[config.mk]
export PLATFORM = sky130hd
export DESIGN_NAME = loc_access_arbiter
export DESIGN_NICKNAME = d
export VERILOG_FILES = /design/src/rtl/loc_acc_pkg.sv /design/src/rtl/loc_high_pick.sv /design/src/rtl/loc_write_decode.sv /design/src/rtl/loc_status_fmt.sv /design/src/rtl/loc_access_arbiter.sv
export SDC_FILE = /design/constraint.sdc
export NUM_CORES = 1
export LEC_CHECK = 0
export BUFFER_PORTS_ARGS = -buffer_cell sky130_fd_sc_hd__buf_2
export CAP_MARGIN = 20
export CORE_MARGIN = 5
export CORE_UTILIZATION = 37
export CTS_BUF_LIST = sky130_fd_sc_hd__clkbuf_16
export CTS_CLUSTER_SIZE = 10
export DETAILED_ROUTE_END_ITERATION = 12
export MAX_ROUTING_LAYER = met4
export PLACE_DENSITY = 0.58
export SLEW_MARGIN = 10
export SYNTH_ARGS = -nofsm -noshare
export SYNTH_HDL_FRONTEND = slang
export SYNTH_HIERARCHICAL = 1
export SYNTH_SLANG_ARGS = --single-unit
[constraint.sdc]
create_clock -name clk -period 5.2 [get_ports clk]
set_input_delay 1.04 -clock clk [delete_from_list [all_inputs] [get_ports clk]]
set_output_delay 1.04 -clock clk [all_outputs]
set_load 0.02 [all_outputs]
[src/rtl/loc_acc_pkg.sv]
package loc_acc_pkg;
  localparam int B_VALID  = 7;
  localparam int B_ACTIVE = 5;
  localparam int B_SEIZED = 4;
  localparam int B_SEIZE  = 3;
  localparam int B_PEND   = 2;
  localparam int B_REQ    = 1;
  localparam int B_EST    = 0;
  localparam logic [7:0] ABSENT_BYTE = 8'hFF;
  localparam logic [7:0] IDLE_BYTE   = 8'h81;
endpackage

[src/rtl/loc_high_pick.sv]
module loc_high_pick #(
  parameter int N = 5
) (
  input  logic [N-1:0] vec,
  output logic [N-1:0] pick
);
  // ascending scan: the last hit is the highest index
  always_comb begin
    pick = '0;
    for (int i = 0; i < N; i++) begin
      if (vec[i]) begin
        pick    = '0;
        pick[i] = 1'b1;
      end
    end
  end
endmodule

[src/rtl/loc_write_decode.sv]
module loc_write_decode
  import loc_acc_pkg::*;
#(
  parameter int N  = 5,
  parameter int LW = 3
) (
  input  logic          wr_en,
  input  logic [LW-1:0] wr_loc,
  input  logic [7:0]    wr_data,
  input  logic [N-1:0]  own_q,
  input  logic [N-1:0]  req_q,
  input  logic [N-1:0]  sz_q,
  output logic [N-1:0]  own_n,
  output logic [N-1:0]  req_n,
  output logic [N-1:0]  sz_n
);
  localparam logic [N-1:0] ONE = N'(1);

  logic          wr_ok;
  logic [N-1:0]  sel;
  logic [N-1:0]  low;

  assign wr_ok = wr_en && (int'(wr_loc) < N);
  assign sel   = wr_ok ? (ONE << wr_loc) : '0;
  assign low   = sel - ONE;

  always_comb begin
    own_n = own_q;
    req_n = req_q;
    sz_n  = sz_q;
    if (wr_ok) begin
      if (wr_data[B_ACTIVE] && ((own_q & sel) != '0)) own_n = '0;
      if (wr_data[B_SEIZED]) sz_n = sz_n & ~sel;
      if (wr_data[B_SEIZE] && ((own_n & ~low) == '0)) begin
        sz_n  = (sz_n | own_n) & ~sel;
        own_n = sel;
        req_n = req_n & ~sel;
      end
      if (wr_data[B_REQ] && ((own_n & sel) == '0)) req_n = req_n | sel;
    end
  end
endmodule

[src/rtl/loc_status_fmt.sv]
module loc_status_fmt
  import loc_acc_pkg::*;
#(
  parameter int N = 5
) (
  input  logic [N-1:0]   own,
  input  logic [N-1:0]   req,
  input  logic [N-1:0]   sz,
  output logic [N*8-1:0] bytes
);
  localparam logic [N-1:0] ONE = N'(1);

  for (genvar g = 0; g < N; g++) begin : g_loc
    logic [7:0] b;
    always_comb begin
      b           = '0;
      b[B_VALID]  = 1'b1;
      b[B_ACTIVE] = own[g];
      b[B_SEIZED] = sz[g];
      b[B_PEND]   = |(req & ~(ONE << g));
      b[B_REQ]    = req[g];
      b[B_EST]    = 1'b1;
    end
    assign bytes[g*8 +: 8] = b;
  end
endmodule

[src/rtl/loc_access_arbiter.sv]
module loc_access_arbiter
  import loc_acc_pkg::*;
#(
  parameter int N_LOC = 5,
  parameter int LOC_W = $clog2(N_LOC)
) (
  input  logic               clk,
  input  logic               rst,
  input  logic               dev_present,
  input  logic               wr_en,
  input  logic [LOC_W-1:0]   wr_loc,
  input  logic [7:0]         wr_data,
  output logic [N_LOC*8-1:0] status_o
);
  localparam logic [N_LOC-1:0] ONE = N_LOC'(1);

  logic [N_LOC-1:0] own_q, req_q, sz_q;
  logic [N_LOC-1:0] own_m, req_m, sz_m;
  logic [N_LOC-1:0] own_d, req_d, sz_d;
  logic [N_LOC-1:0] pick;
  logic [N_LOC*8-1:0] fmt;

  loc_write_decode #(.N(N_LOC), .LW(LOC_W)) u_dec (
    .wr_en(wr_en), .wr_loc(wr_loc), .wr_data(wr_data),
    .own_q(own_q), .req_q(req_q), .sz_q(sz_q),
    .own_n(own_m), .req_n(req_m), .sz_n(sz_m)
  );

  loc_high_pick #(.N(N_LOC)) u_pick (.vec(req_m), .pick(pick));

  always_comb begin
    own_d = own_m;
    req_d = req_m;
    sz_d  = sz_m;
    if (own_m == '0 && req_m != '0) begin
      own_d = pick;
      req_d = req_m & ~pick;
      sz_d  = sz_m & ~pick;
    end
  end

  loc_status_fmt #(.N(N_LOC)) u_fmt (.own(own_d), .req(req_d), .sz(sz_d), .bytes(fmt));

  always_ff @(posedge clk) begin
    if (rst) begin
      own_q    <= '0;
      req_q    <= '0;
      sz_q     <= '0;
      status_o <= {N_LOC{IDLE_BYTE}};
    end else begin
      own_q    <= own_d;
      req_q    <= req_d;
      sz_q     <= sz_d;
      status_o <= dev_present ? fmt : {N_LOC{ABSENT_BYTE}};
    end
  end

  logic seize_hit;
  assign seize_hit = wr_en && (int'(wr_loc) < N_LOC) && wr_data[B_SEIZE] &&
                     (own_q != '0) && (own_q < (ONE << wr_loc));


  owner_onehot_chk: assert property (@(posedge clk) disable iff (rst)
    $onehot0(own_q));


  seize_take_chk: assert property (@(posedge clk) disable iff (rst)
    seize_hit |=> (own_q == (ONE << $past(wr_loc))));


  seize_mark_chk: assert property (@(posedge clk) disable iff (rst)
    seize_hit |=> ((sz_q & $past(own_q)) == $past(own_q)));


  owner_hold_chk: assert property (@(posedge clk) disable iff (rst)
    (own_q != '0 && !(wr_en && (wr_data[B_ACTIVE] || wr_data[B_SEIZE])))
      |=> (own_q == $past(own_q)));


  absent_ones_chk: assert property (@(posedge clk) disable iff (rst)
    !dev_present |=> (status_o == {N_LOC{ABSENT_BYTE}}));
endmodule

# == Yosys cells after proc, flatten, opt, wreduce, memory -nomap -nowiden ==
# Index checks and enable logic that the tools add are counted.
# Widths: inputs -> output; s select.
# word_totals
input_bits,15
reg_bits,55
output_inout_bits,40
# op_classes
shift,1
magnitude_cmp,1
bitwise_logic,13
add_sub_neg,1
muxes,23
reduce_logical,15
# ops
op,n
$mux 5,18
$and 5x5->5,8
$mux 39,1
$reduce_or 4->1,5
$logic_not 5->1,3
$not 5->5,3
$or 5x5->5,2
$reduce_bool 5->1,2
$logic_and 1x1->1,5
$shl 1x3->5 const A,1
$sub 5x1->5 const B,1
$mux 4,1
$lt 3x3->1 const B,1
$mux 3,1
$mux 2,1
$mux 1,1

# == Logic depth before layout (Yosys ltp) ==
# Gate-level depths: netlist (run 1).
# depth
depth_word,28
mapped_depth,20
depth_no_buf,17

# == Modules after synthesis ==
# The synthesis (run 1) kept the hierarchy.
# by_module_without_submodules
module,n_inst,seq_area_each_um2,cells_each,area_per_inst_um2
loc_access_arbiter,1,1101.1,184,1833.0
loc_write_decode,1,0.0,94,613.1
loc_status_fmt,1,0.0,42,307.8
loc_high_pick,1,0.0,6,55.1

# == Least setup slack after synthesis (run 1) ==
# Ideal clock, no wire load.
# synth_path
kind,in2reg
startpoint,input wr_en
endpoint,register status_o[10]
setup_time_ns,0.132
t_arrival_ns,4.557
cell_stages,18
setup_slack_ns,0.511
path_cell_list,buf_2 > nor2b_1 > and2_1 > buf_6 > inv_2 > ha_1 > xnor2_1 > a221oi_4 > nand2_2 > a21oi_1 > a21oi_1 > nand2b_1 > nor4_2 > o2111ai_4 > and2_1 > or4_1 > inv_1 > a21oi_1
# synth_via
elab_chain_cells,27
word_cells_on_any_way,38
# synth_rtl
item,line_no,source
start: declaration,loc_access_arbiter.sv:10,"input logic wr_en,"
$logic_and 1x1->1 *,loc_write_decode.sv:23,assign wr_ok = wr_en && (int'(wr_loc) < N);
$mux 5,loc_write_decode.sv:24,assign sel = wr_ok ? (ONE << wr_loc) : '0;
$and 5x5->5,loc_write_decode.sv:32,if (wr_data[B_ACTIVE] && ((own_q & sel) != '0)) own_n = '0;
$reduce_bool 5->1,loc_write_decode.sv:32,
$logic_and 1x1->1,loc_write_decode.sv:32,
$mux 5,loc_write_decode.sv:32,
$mux 5,loc_write_decode.sv:31,if (wr_ok) begin
$and 5x5->5,loc_write_decode.sv:34,if (wr_data[B_SEIZE] && ((own_n & ~low) == '0)) begin
[9 not listed],--,
via req_m[0],loc_access_arbiter.sv:18,"logic [N_LOC-1:0] own_m, req_m, sz_m;"
[5 not listed],--,
via pick[0],loc_access_arbiter.sv:20,logic [N_LOC-1:0] pick;
$not 5->5 *,loc_access_arbiter.sv:37,req_d = req_m & ~pick;
$and 5x5->5 *,loc_access_arbiter.sv:37,
$mux 5 *,loc_access_arbiter.sv:35,if (own_m == '0 && req_m != '0) begin
via req_d[0],loc_access_arbiter.sv:19,"logic [N_LOC-1:0] own_d, req_d, sz_d;"
$reduce_or 4->1 *,loc_status_fmt.sv:20,b[B_PEND] = |(req & ~(ONE << g));
via fmt[10],loc_access_arbiter.sv:21,logic [N_LOC*8-1:0] fmt;
$mux 39 *,loc_access_arbiter.sv:54,status_o <= dev_present ? fmt : {N_LOC{ABSENT_BYTE}};
end signal: assignment,loc_access_arbiter.sv:49,status_o <= {N_LOC{IDLE_BYTE}};
end signal: assignment,loc_access_arbiter.sv:54,
end: declaration,loc_access_arbiter.sv:13,output logic [N_LOC*8-1:0] status_o
# The timed path passes the listed nets; every way through them passes the cells marked *. The select of a mux whose other input is x is not followed.
# A chain may end at the register's enable or synchronous reset.

# == Final worst setup path (run 1) ==
# layout_path
startpoint,input wr_loc[1]
endpoint,register status_o[34]
# layout_via
word_cells_on_any_way,40
# layout_lines
item,line_no,source
start: declaration,loc_access_arbiter.sv:11,"input logic [LOC_W-1:0] wr_loc,"
$lt 3x3->1,--,
$logic_and 1x1->1,loc_write_decode.sv:23,
$mux 5,loc_write_decode.sv:24,
$and 5x5->5,loc_write_decode.sv:32,
$reduce_bool 5->1,loc_write_decode.sv:32,
$logic_and 1x1->1,loc_write_decode.sv:32,
$mux 5,loc_write_decode.sv:32,
$mux 5,loc_write_decode.sv:31,
[10 not listed],--,
via req_m[4],loc_access_arbiter.sv:18,
[1 not listed],--,
via pick[1],loc_access_arbiter.sv:20,
$not 5->5 *,loc_access_arbiter.sv:37,
$and 5x5->5 *,loc_access_arbiter.sv:37,
$mux 5 *,loc_access_arbiter.sv:35,
via req_d[1],loc_access_arbiter.sv:19,
$reduce_or 4->1 *,loc_status_fmt.sv:20,
via fmt[34],loc_access_arbiter.sv:21,
$mux 39 *,loc_access_arbiter.sv:54,
# Marked as above.

==> summary.txt, run 1 <==
Worst-margin pin slew -> 761 ps
Clock slew at reported path FFs -> 70 ps
Number of cells on the worst hold path -> 2
Internal reg-to-reg setup slack -> 1570 ps
Number of instances resized during post-cts repair -> 0
Area added between synthesis and finish -> 13.1%
Num CTS Buffers -> 5
Fraction of registers with async set/reset -> 0%
Floorplan die height -> 97.1 um
Overflow left after global routing -> 0
Ratio of final minimum period to clock period -> 91.8%
Avg Synthesized Cell Area -> 8.62 sq um
Number of different library cells in the post-synthesis netlist -> 57
Clock latency on the worst-skew pair -> 290 ps
Met1 track demand over resource in global routing -> 17.8%
Signal arrival time at the worst endpoint -> 4910 ps
Met2 usage -> 19.2%
Synthesized instance count -> 326
Chip width -> 97.1 um
Layout cells sized above 1 -> 23.7%
Floorplan Core Area -> 7330 sq um
Cell chain of the critical path -> buf_2 > nor2_1 > and3_1 > inv_1 > ha_1 > nor4b_1 > a21oi_1 > o2bb2ai_1 > a211oi_1 > o31ai_2 > o22ai_1 > nor4b_2 > o2111ai_4 > and2_1 > or4_1 > inv_1 > a21oi_1
Number of nets still failing antenna checks after routing -> 0
Max incr delay on CP -> 530 ps
Cell Area, Synth -> 2810 sq um
Terminus of the critical flop-to-flop path -> status_o[34]
Required @ worst endpoint -> 5340 ps
Total routing resource utilization after global routing -> 12.9%
Worst-case clock buffer depth -> 2
Cell type group with the largest total delay on the critical path -> simple AND/OR/NAND/NOR gates
Worst R2R Start -> own_q[0]
Row count -> 31
Post-synth EDFFs -> 0
Peak Freq -> 0.210 GHz
Static power due to leakage -> 1.41 nW
Final number of hold-violating endpoints -> 0
Maximum ir drop on the vdd rail -> 0.000171 V
PwrDens -> 300 nW/um^2
Min cycle time layout -> 4770 ps
Max H-tree Level -> 2
Result of the run -> complete, no violations
Number of antenna violations at the first check in global routing -> 0
Placed wire-length estimate after detailed placement -> 4370 um
Cell internal pwr -> 0.688 mW
Startpoint of the most critical hold path -> sz_q[4]
Residual DRC count -> 0
Setup-violating endpoint count in the final report -> 0
Number of flip-flops and latches in the synthesized netlist -> 55
Number of global-route vias before repair -> 2,103
Routability congestion estimate -> 0.822
Buffers & Inverters on Critical Path -> 3
Most used flip-flop cell after synthesis -> sky130_fd_sc_hd__dfxtp_1
RSZ-0062 raised after global routing -> false
P_sw -> 0.264 mW
Hold_buf cts -> 0
Port Buffer Count -> 50
Die area -> 9430 sq um
Worst-case hold path end point -> sz_q[4]
Clock power frac -> 34.9%
I/O pin total -> 55
Number of vias per cell after detailed routing -> 4.63
Count of synthesis-stage warnings from yosys -> 6
Gr busiest metal -> met2
Relative max-transition margin -> 49.3%
Reported max-cap violation count -> 0
First-pass iteration count of the detailed router -> 4
Total wire length -> 5890 um
Number of nets in the final layout -> 382
Sequential Power Share -> 47.5%
Final Slew Violations -> 0
Count of placed standard cells in the final layout, fillers left out -> 466
Vias after detailed routing -> 2,159
Kind of start point of the critical path -> input pin
Fraction of power consumed by combinational cells -> 17.6%
Post-CTS repair timing setup buffer count -> 0
Wire length of the first global-routing pass -> 9960 um
CTS Root Cell -> sky130_fd_sc_hd__clkbuf_16
Total clock sinks -> 55
Setup_tns -> 0 ps
Critical Path Fanout Max -> 12
DRT iter0 DRCs -> 64
Worst setup EP type -> register
Placed Cells incl. Taps -> 458
Switching part of the total power -> 27.7%
Clock tree from TritonCTS -> built
Total inserted antenna cells -> 0
Worst hold-check path type -> register to register
GR met3 Demand/Resource -> 2.44%
Wirelength per Cell -> 12.6 um
Register-to-Register Path Depth -> 12
Largest net degree at the start of global routing -> 37
Worst setup path class -> input pin to register
Sequential area share after synthesis -> 39.2%
Starting density of the core -> 38.3%
CP max-delay cell -> sky130_fd_sc_hd__or4_1
Worst clock skew -> 7.21 ps
cells in the final DEF, fill, tap and decap left out, types with 2 or more instances in the layout:
cell type / n
sky130_fd_sc_hd__clkbuf_16: 5
sky130_fd_sc_hd__or4_1: 5
sky130_fd_sc_hd__inv_1: 44
sky130_fd_sc_hd__a22o_1: 2
sky130_fd_sc_hd__nor2b_1: 7
sky130_fd_sc_hd__a21o_1: 3
sky130_fd_sc_hd__nand2_1: 16
sky130_fd_sc_hd__buf_2: 50
sky130_fd_sc_hd__nor3_1: 5
sky130_fd_sc_hd__nand4_1: 2
sky130_fd_sc_hd__o211ai_1: 5
sky130_fd_sc_hd__nand3b_1: 2
sky130_fd_sc_hd__and3_1: 9
sky130_fd_sc_hd__nand3_1: 3
sky130_fd_sc_hd__buf_4: 14
sky130_fd_sc_hd__o22ai_1: 3
sky130_fd_sc_hd__a211oi_1: 2
sky130_fd_sc_hd__o21ai_0: 2
sky130_fd_sc_hd__nor2_1: 3
sky130_fd_sc_hd__and3b_1: 2
sky130_fd_sc_hd__and2_1: 9
sky130_fd_sc_hd__o2bb2ai_1: 2
sky130_fd_sc_hd__o211a_1: 2
sky130_fd_sc_hd__conb_1: 20
sky130_fd_sc_hd__a21oi_1: 45
sky130_fd_sc_hd__o21a_1: 3
sky130_fd_sc_hd__o2111ai_4: 2
sky130_fd_sc_hd__dfxtp_1: 55
sky130_fd_sc_hd__nand2b_1: 11
sky130_fd_sc_hd__a2bb2oi_1: 5
kinds of logic after synthesis:
kind of cell / synth area share [%]
simple gates: 19.3
fa+ha+maj: 0.445
buf+inv: 18.4
mux: 0.401
other cells: 0.267
xor+xnor: 0.312
compound gates: 21.6
flops: 39.2
final cells by class:
cell class | instances | area (sq um)
well taps | 99 | 124
multi-input cells | 194 | 1260
repair buffers | 65 | 375
clock inverters | 3 | 23.8
fillers | 723 | 4160
clock buffers | 5 | 125
inverters | 45 | 169
flip-flops and latches | 55 | 1100
routing by layer:
layer | wire length, um | vias to the layer above
met5 | 0 | -
met4 | 69 | 0
met3 | 199 | 6
li1 | - | 1125
met2 | 2650 | 44
met1 | 2980 | 984
worst max-delay path by stage:
stage | start | slack [ps] | to | depth (start not counted)
2_1_floorplan | wr_en | 510 | status_o[10] | 18
3_3_place_gp | wr_loc[1] | 210 | status_o[10] | 17
4_1_cts | wr_loc[1] | 440 | status_o[34] | 17
6_report | wr_loc[1] | 430 | status_o[34] | 17
5_1_grt | wr_loc[1] | 200 | status_o[34] | 17
3_5_place_dp | wr_loc[1] | 160 | status_o[34] | 17
sequential cells by signal, indices dropped and copies added (netlist names):
register / flops
own_q: 5
req_q: 5
status_o: 40
sz_q: 5
per-stage QoR:
stage          utilization, %  setup slack (ps)  instance area, sq um  power [mW]  hold WS (ps)
2_1_floorplan               -               511                  2880       0.598           564
3_3_place_gp             41.3               211                  3030       0.629           596
3_5_place_dp             41.3               162                  3030       0.629           591
4_1_cts                  43.3               442                  3180       0.965           604
5_1_grt                  43.3               199                  3180       0.997           627
6_report                 43.3               429                  3180       0.951           605
worst min-delay path, delay by kind of cell (launching register included):
| family | cells | cell delay (ps) |
|---|---|---|
| AO/OA/AOI/OAI | 2 | 260 |
| flip-flops | 1 | 300 |
power groups by stage:
stage	sequential, mW	clock, mW	combinational [mW]
2_1_floorplan	0.487	0	0.111
6_report	0.452	0.332	0.168
3_5_place_dp	0.462	0	0.168
4_1_cts	0.452	0.344	0.169
3_3_place_gp	0.461	0	0.168
5_1_grt	0.454	0.357	0.186
synth_stat cells (all sizes together) (4+ instances only):
master,count,area share [%]
a2bb2oi,5,1.6
o2111ai,4,2.7
inv,45,6.0
nand2b,11,2.5
and2,9,2.0
clkbuf,7,0.94
a21oi,45,8.0
and3,9,2.0
or4,6,1.7
nor2,4,0.80
nor2b,7,1.6
dfxtp,55,39
nand2,17,2.4
o211ai,5,1.3
nor3,6,1.5
buf,43,11
Note: power is estimated with default switching activity, not from simulation.
==> inputs of run 2 (changes only) <==
- CORE_MARGIN: 5 -> 3
==> run 2 against run 1 <==
Clock skew shrank 3.6 ps. Critical path depth shrank 1. Sequential share of layout area is essentially flat. Critical path type unchanged. Largest power group unchanged.
==> summary.txt, run 2 (synthesis gave the netlist of run 1 again) <==
CTS Root Cell -> sky130_fd_sc_hd__clkbuf_16
Port Buffer Count -> 50 (unchanged)
I/O pin total -> 55 (unchanged)
Worst setup EP type -> register
Hold_buf cts -> 0 (unchanged)
Count of placed standard cells in the final layout, fillers left out -> 466 (unchanged)
Most common library cell in the layout ignoring fill and taps -> sky130_fd_sc_hd__dfxtp_1
Max H-tree Level -> 2 (unchanged)
Total inserted antenna cells -> 0 (unchanged)
Number of instances resized during post-cts repair -> 0 (unchanged)
Post-CTS repair timing setup buffer count -> 0 (unchanged)
First-pass iteration count of the detailed router -> 4 (unchanged)
Wirelength per Cell -> 12.3 um (-2.3%)
Required @ worst endpoint -> 5340 ps (about the same)
Worst clock skew -> 3.57 ps (-3.64 ps)
Worst setup path class -> input pin to register
Layout cells sized above 1 -> 23.4% (-0.27 points)
Result of the run -> complete, no violations
Total routing resource utilization after global routing -> 14.4% (+1.5 points)
Maximum ir drop on the vdd rail -> 0.000172 V (+0.85%)
Most frequent cells in the layout -> 55 x sky130_fd_sc_hd__dfxtp_1, 50 x sky130_fd_sc_hd__buf_2, 45 x sky130_fd_sc_hd__inv_1, 45 x sky130_fd_sc_hd__a21oi_1, 20 x sky130_fd_sc_hd__conb_1
Number of nets still failing antenna checks after routing -> 0 (unchanged)
Worst-margin pin slew -> 789 ps (+28.2 ps)
Clock latency on the worst-skew pair -> 290 ps (about the same)
Ratio of final minimum period to clock period -> 90.7% (-1.1 points)
Peak Freq -> 0.212 GHz (+1.2%)
Worst hold-check path type -> register to register
Residual DRC count -> 0 (unchanged)
Total wire length -> 5760 um (-2.3%)
Number of antenna violations at the first check in global routing -> 0 (unchanged)
Total clock sinks -> 55 (unchanged)
Worst-case clock buffer depth -> 2 (unchanged)
Setup-violating endpoint count in the final report -> 0 (unchanged)
Signal arrival time at the worst endpoint -> 4860 ps (-50 ps)
Die area -> 8670 sq um (-8.1%)
Final-layout fill cell count -> 773 (+6.9%)
Final number of hold-violating endpoints -> 0 (unchanged)
Floorplan die height -> 93.1 um (-4.1%)
Floorplan Core Area -> 7290 sq um (-0.53%)
Routability congestion estimate -> 0.859 (+4.5%)
Relative max-transition margin -> 47.4% (-1.9 points)
Setup_tns -> 0 ps (unchanged)
Reported max-cap violation count -> 0 (unchanged)
PwrDens -> 297 nW/um^2 (-0.79%)
Clock slew at reported path FFs -> 70 ps (about the same)
Max FFs per register -> 40 (unchanged)
Min cycle time layout -> 4720 ps (-54.7 ps)
Starting density of the core -> 38.5% (+0.20 points)
Largest net degree at the start of global routing -> 37 (unchanged)
Final Slew Violations -> 0 (unchanged)
Chip width -> 93.1 um (-4.1%)
Final setup margin -> 484 ps (+54.7 ps)
RSZ-0062 raised after global routing -> false
Placed wire-length estimate after detailed placement -> 4230 um (-3.0%)
DP Worst Slack -> 189 ps (+27.2 ps)
Placed Cells incl. Taps -> 458 (unchanged)
Overflow left after global routing -> 0 (unchanged)
Vias after detailed routing -> 2,171 (+0.56%)
Final Total Pwr -> 0.943 mW (-0.87%)
Wire length of the first global-routing pass -> 9890 um (-0.69%)
Kind of start point of the critical path -> input pin
Critical Path Fanout Max -> 12 (unchanged)
Area added between synthesis and finish -> 13.0% (about the same)
Biggest register -> status_o
Number of vias per cell after detailed routing -> 4.66 (+0.56%)
Static power due to leakage -> 1.41 nW (+0.25%)
Row count -> 31 (unchanged)
Num CTS Buffers -> 5 (unchanged)
DRT iter0 DRCs -> 48 (-25%)
Number of global-route vias before repair -> 2,106 (+0.14%)
Number of nets in the final layout -> 382 (unchanged)
Clock tree from TritonCTS -> built
## run 2: cell types whose count changed in the layout (fill, tap and decap cells not counted)
cell and change:
sky130_fd_sc_hd__clkinv_4 +2, sky130_fd_sc_hd__clkinv_2 -1, sky130_fd_sc_hd__inv_8 -1, sky130_fd_sc_hd__inv_1 +1
sky130_fd_sc_hd__clkinvlp_4 -1
## run 2: report_power, final
part / switching [mW] / internal (mW) / total [mW] / leakage [nW]
clock: 0.145 / 0.178 / 0.324 / 0.0752
combinational: 0.105 / 0.0623 / 0.168 / 0.881
sequential: 0.00725 / 0.444 / 0.452 / 0.455
## run 2: per-layer routing
| layer | routed length [um] | global-route usage (%) | vias to the layer above |
|---|---|---|---|
| li1 | - | - | 1127 |
| met4 | 49 | 4.64 | 0 |
| met3 | 263 | 2.57 | 4 |
| met5 | 0 | - | - |
| met2 | 2600 | 22.0 | 47 |
| met1 | 2850 | 19.4 | 993 |
## run 2: final timing paths
kind         startpoint            to  slack, ps  depth (start not counted)
max           wr_loc[1]  status_o[10]        480                         16
max reg2reg    own_q[0]  status_o[10]       1620                         12
min reg2reg     sz_q[4]       sz_q[4]        600                          2
min             sz_q[4]       sz_q[4]        600                          2
## run 2: critical path, stage by stage
cell                        delay [ps]
sky130_fd_sc_hd__buf_2             160
sky130_fd_sc_hd__nor2_1            170
sky130_fd_sc_hd__and3_1            270
sky130_fd_sc_hd__inv_1             100
sky130_fd_sc_hd__ha_1              270
sky130_fd_sc_hd__xnor2_1           290
sky130_fd_sc_hd__a221oi_4          130
sky130_fd_sc_hd__a211oi_1          310
sky130_fd_sc_hd__o31ai_2           130
sky130_fd_sc_hd__o22ai_1           640
sky130_fd_sc_hd__or4_4             340
sky130_fd_sc_hd__o2111ai_4         120
sky130_fd_sc_hd__and2_1            230
sky130_fd_sc_hd__or4_1             520
sky130_fd_sc_hd__inv_1              70
sky130_fd_sc_hd__a21oi_1            60
## run 2: final cells by class
type                    instances  area [sq um]  area share, %
clock buffers                   5           125           3.94
clock inverters                 3          21.3          0.670
inverters                      45           169           5.32
multi-input cells             194          1260           39.6
flip-flops and latches         55          1100           34.7
well taps                      99           124           3.90
repair buffers                 65           375           11.8
## run 2: through the flow
step	cell area [sq um]	utilization [%]	hold slack, ps
global route	3170	43.5	626
CTS	3170	43.5	600
global placement	3030	41.5	606
floorplan	2880	-	564
finish	3170	43.5	600
detailed placement	3030	41.5	586
==> inputs of run 3 (changes only) <==
- BUFFER_PORTS_ARGS: -buffer_cell sky130_fd_sc_hd__buf_2 -> unset
- DONT_BUFFER_PORTS: unset -> 1
- PLACE_DENSITY: 0.58 -> 0.52
==> run 3 against run 2 <==
Core utilization fell by 4.3 points. Sequential share of layout area rose by 3.8 points. Critical path depth rose by 1. Clock power fell by 1%. Setup slack improved by 230 ps. Non-clock buffer count fell by 56. Die area did not move. Sequential cell count did not move. Final area fell by 9.9%. Critical path type unchanged. Global-route usage rose by 0.11 points. First-iteration DRC count rose by 29%. Register-to-register slack barely moved.
==> summary.txt, run 3 (synthesis gave the netlist of run 1 again) <==
Setup crit start -> wr_loc[1]
Placed Cells incl. Taps -> 402 (-12%)
Total inserted antenna cells -> 0 (unchanged)
DP Worst Slack -> 422 ps (+233 ps)
Residual DRC count -> 0 (unchanged)
Number of nets in the final layout -> 326 (-15%)
Largest net degree at the start of global routing -> 37 (unchanged)
Floorplan die height -> 93.1 um (unchanged)
Setup_tns -> 0 ps (unchanged)
Worst setup path class -> input pin to register
Final-layout fill cell count -> 771 (-0.26%)
Most frequent cells in the layout -> 55 x sky130_fd_sc_hd__dfxtp_1, 45 x sky130_fd_sc_hd__inv_1, 45 x sky130_fd_sc_hd__a21oi_1
Starting density of the core -> 38.5% (unchanged)
Max FFs per register -> 40 (unchanged)
First-pass iteration count of the detailed router -> 4 (unchanged)
Number of vias per cell after detailed routing -> 4.74 (+1.7%)
Hold_buf cts -> 0 (unchanged)
Setup-violating endpoint count in the final report -> 0 (unchanged)
Clock tree from TritonCTS -> built
Signal arrival time at the worst endpoint -> 4670 ps (-190 ps)
Area of the multi-input gates -> 1260 sq um (unchanged)
Floorplan Core Area -> 7290 sq um (unchanged)
Number of global-route vias before repair -> 1,905 (-9.5%)
Number of instances resized during post-cts repair -> 0 (unchanged)
Cell area reported after detailed placement -> 2720 sq um (-10%)
Vias after detailed routing -> 1,942 (-11%)
Relative max-transition margin -> 48.2% (+0.77 points)
Worst setup EP type -> register
Worst-case clock buffer depth -> 2 (unchanged)
Ratio of final minimum period to clock period -> 86.3% (-4.4 points)
Post-CTS repair timing setup buffer count -> 0 (unchanged)
Result of the run -> complete, no violations
Routability congestion estimate -> 0.917 (+6.7%)
Startpoint of the most critical hold path -> sz_q[4]
Required @ worst endpoint -> 5380 ps (+40 ps)
I/O pin total -> 55 (unchanged)
Core Util, Final -> 39.2% (-4.3 points)
Worst-margin pin slew -> 778 ps (-11.5 ps)
CTS Root Cell -> sky130_fd_sc_hd__clkbuf_16
Reported max-cap violation count -> 0 (unchanged)
Total non-filler cell area in the finished layout -> 2860 sq um (-9.9%)
Biggest register -> status_o
Port Buffer Count -> 0 (-100%)
Static power due to leakage -> 1.17 nW (-17%)
Chip width -> 93.1 um (unchanged)
Worst hold-check path type -> register to register
Kind of start point of the critical path -> input pin
RSZ-0062 raised after global routing -> false
Layout cells sized above 1 -> 9.32% (-14 points)
Number of antenna violations at the first check in global routing -> 0 (unchanged)
Total routing resource utilization after global routing -> 14.5% (+0.11 points)
Final Slew Violations -> 0 (unchanged)
Row count -> 31 (unchanged)
Maximum ir drop on the vdd rail -> 0.000155 V (-9.8%)
Final Total Pwr -> 0.900 mW (-4.6%)
Num CTS Buffers -> 5 (unchanged)
Clock latency on the worst-skew pair -> 290 ps (about the same)
Overflow left after global routing -> 0 (unchanged)
Critical Path Fanout Max -> 12 (unchanged)
Placed wire-length estimate after detailed placement -> 4050 um (-4.4%)
DRT iter0 DRCs -> 62 (+29%)
Total clock sinks -> 55 (unchanged)
Most common library cell in the layout ignoring fill and taps -> sky130_fd_sc_hd__dfxtp_1
Final setup margin -> 714 ps (+231 ps)
FF/Latch Area -> 1100 sq um (unchanged)
Total wire length -> 5680 um (-1.4%)
Number of nets still failing antenna checks after routing -> 0 (unchanged)
Peak Freq -> 0.223 GHz (+5.1%)
Final number of hold-violating endpoints -> 0 (unchanged)
Min cycle time layout -> 4490 ps (-231 ps)
Clock slew at reported path FFs -> 70 ps (about the same)
Worst R2R Start -> own_q[0]
Worst clock skew -> 4.66 ps (+1.09 ps)
Area added between synthesis and finish -> 1.83%
PwrDens -> 315 nW/um^2 (+5.9%)
Final Hold Slack -> 609 ps (+8.98 ps)
Count of placed standard cells in the final layout, fillers left out -> 410 (-12%)
Wire length of the first global-routing pass -> 9750 um (-1.4%)
Max H-tree Level -> 2 (unchanged)
Wirelength per Cell -> 13.8 um (+12%)
Die area -> 8670 sq um (unchanged)
run 3: changes by cell type in the layout (fill, tap and decap cells not counted), sizes merged:
| cell | before | now |
|---|---|---|
| buf | 65 | 9 |
run 3: final cells by class:
type	count	area share (%)
multi-input cells	194	44.0
repair buffers	9	2.36
clock buffers	5	4.37
clock inverters	3	0.569
inverters	45	5.91
well taps	99	4.33
flip-flops and latches	55	38.5
run 3: per-layer routing:
metal | global-route usage, % | share of wire, % | up-vias
li1 | - | - | 1010
met1 | 20.2 | 49 | 868
met2 | 20.5 | 43 | 60
met3 | 4.34 | 7.2 | 4
met4 | 4.03 | 0.70 | 0
met5 | - | 0 | -
run 3: worst max-delay path: stages:
cell	delay (ps)
sky130_fd_sc_hd__nor2_1	130
sky130_fd_sc_hd__and3_1	260
sky130_fd_sc_hd__inv_1	100
sky130_fd_sc_hd__ha_1	260
sky130_fd_sc_hd__nor4b_1	260
sky130_fd_sc_hd__a21oi_1	70
sky130_fd_sc_hd__o2bb2ai_1	160
sky130_fd_sc_hd__buf_4	160
sky130_fd_sc_hd__a211oi_1	80
sky130_fd_sc_hd__o31ai_2	350
sky130_fd_sc_hd__o22ai_1	340
sky130_fd_sc_hd__nor4_2	400
sky130_fd_sc_hd__o2111ai_4	150
sky130_fd_sc_hd__and2_1	240
sky130_fd_sc_hd__or4_1	530
sky130_fd_sc_hd__inv_1	70
sky130_fd_sc_hd__a21oi_1	60
run 3: where the power goes:
| group | internal, mW | switching, mW |
|---|---|---|
| clock network | 0.176 | 0.144 |
| registers | 0.445 | 0.0367 |
| logic | 0.0399 | 0.0581 |
run 3: final timing paths:
| path | slack (ps) | depth (start not counted) | to |
|---|---|---|---|
| hold / removal | 610 | 2 | sz_q[4] |
| setup reg to reg | 1610 | 12 | status_o[10] |
| setup / recovery | 710 | 17 | status_o[10] |
| hold reg to reg | 610 | 2 | sz_q[4] |
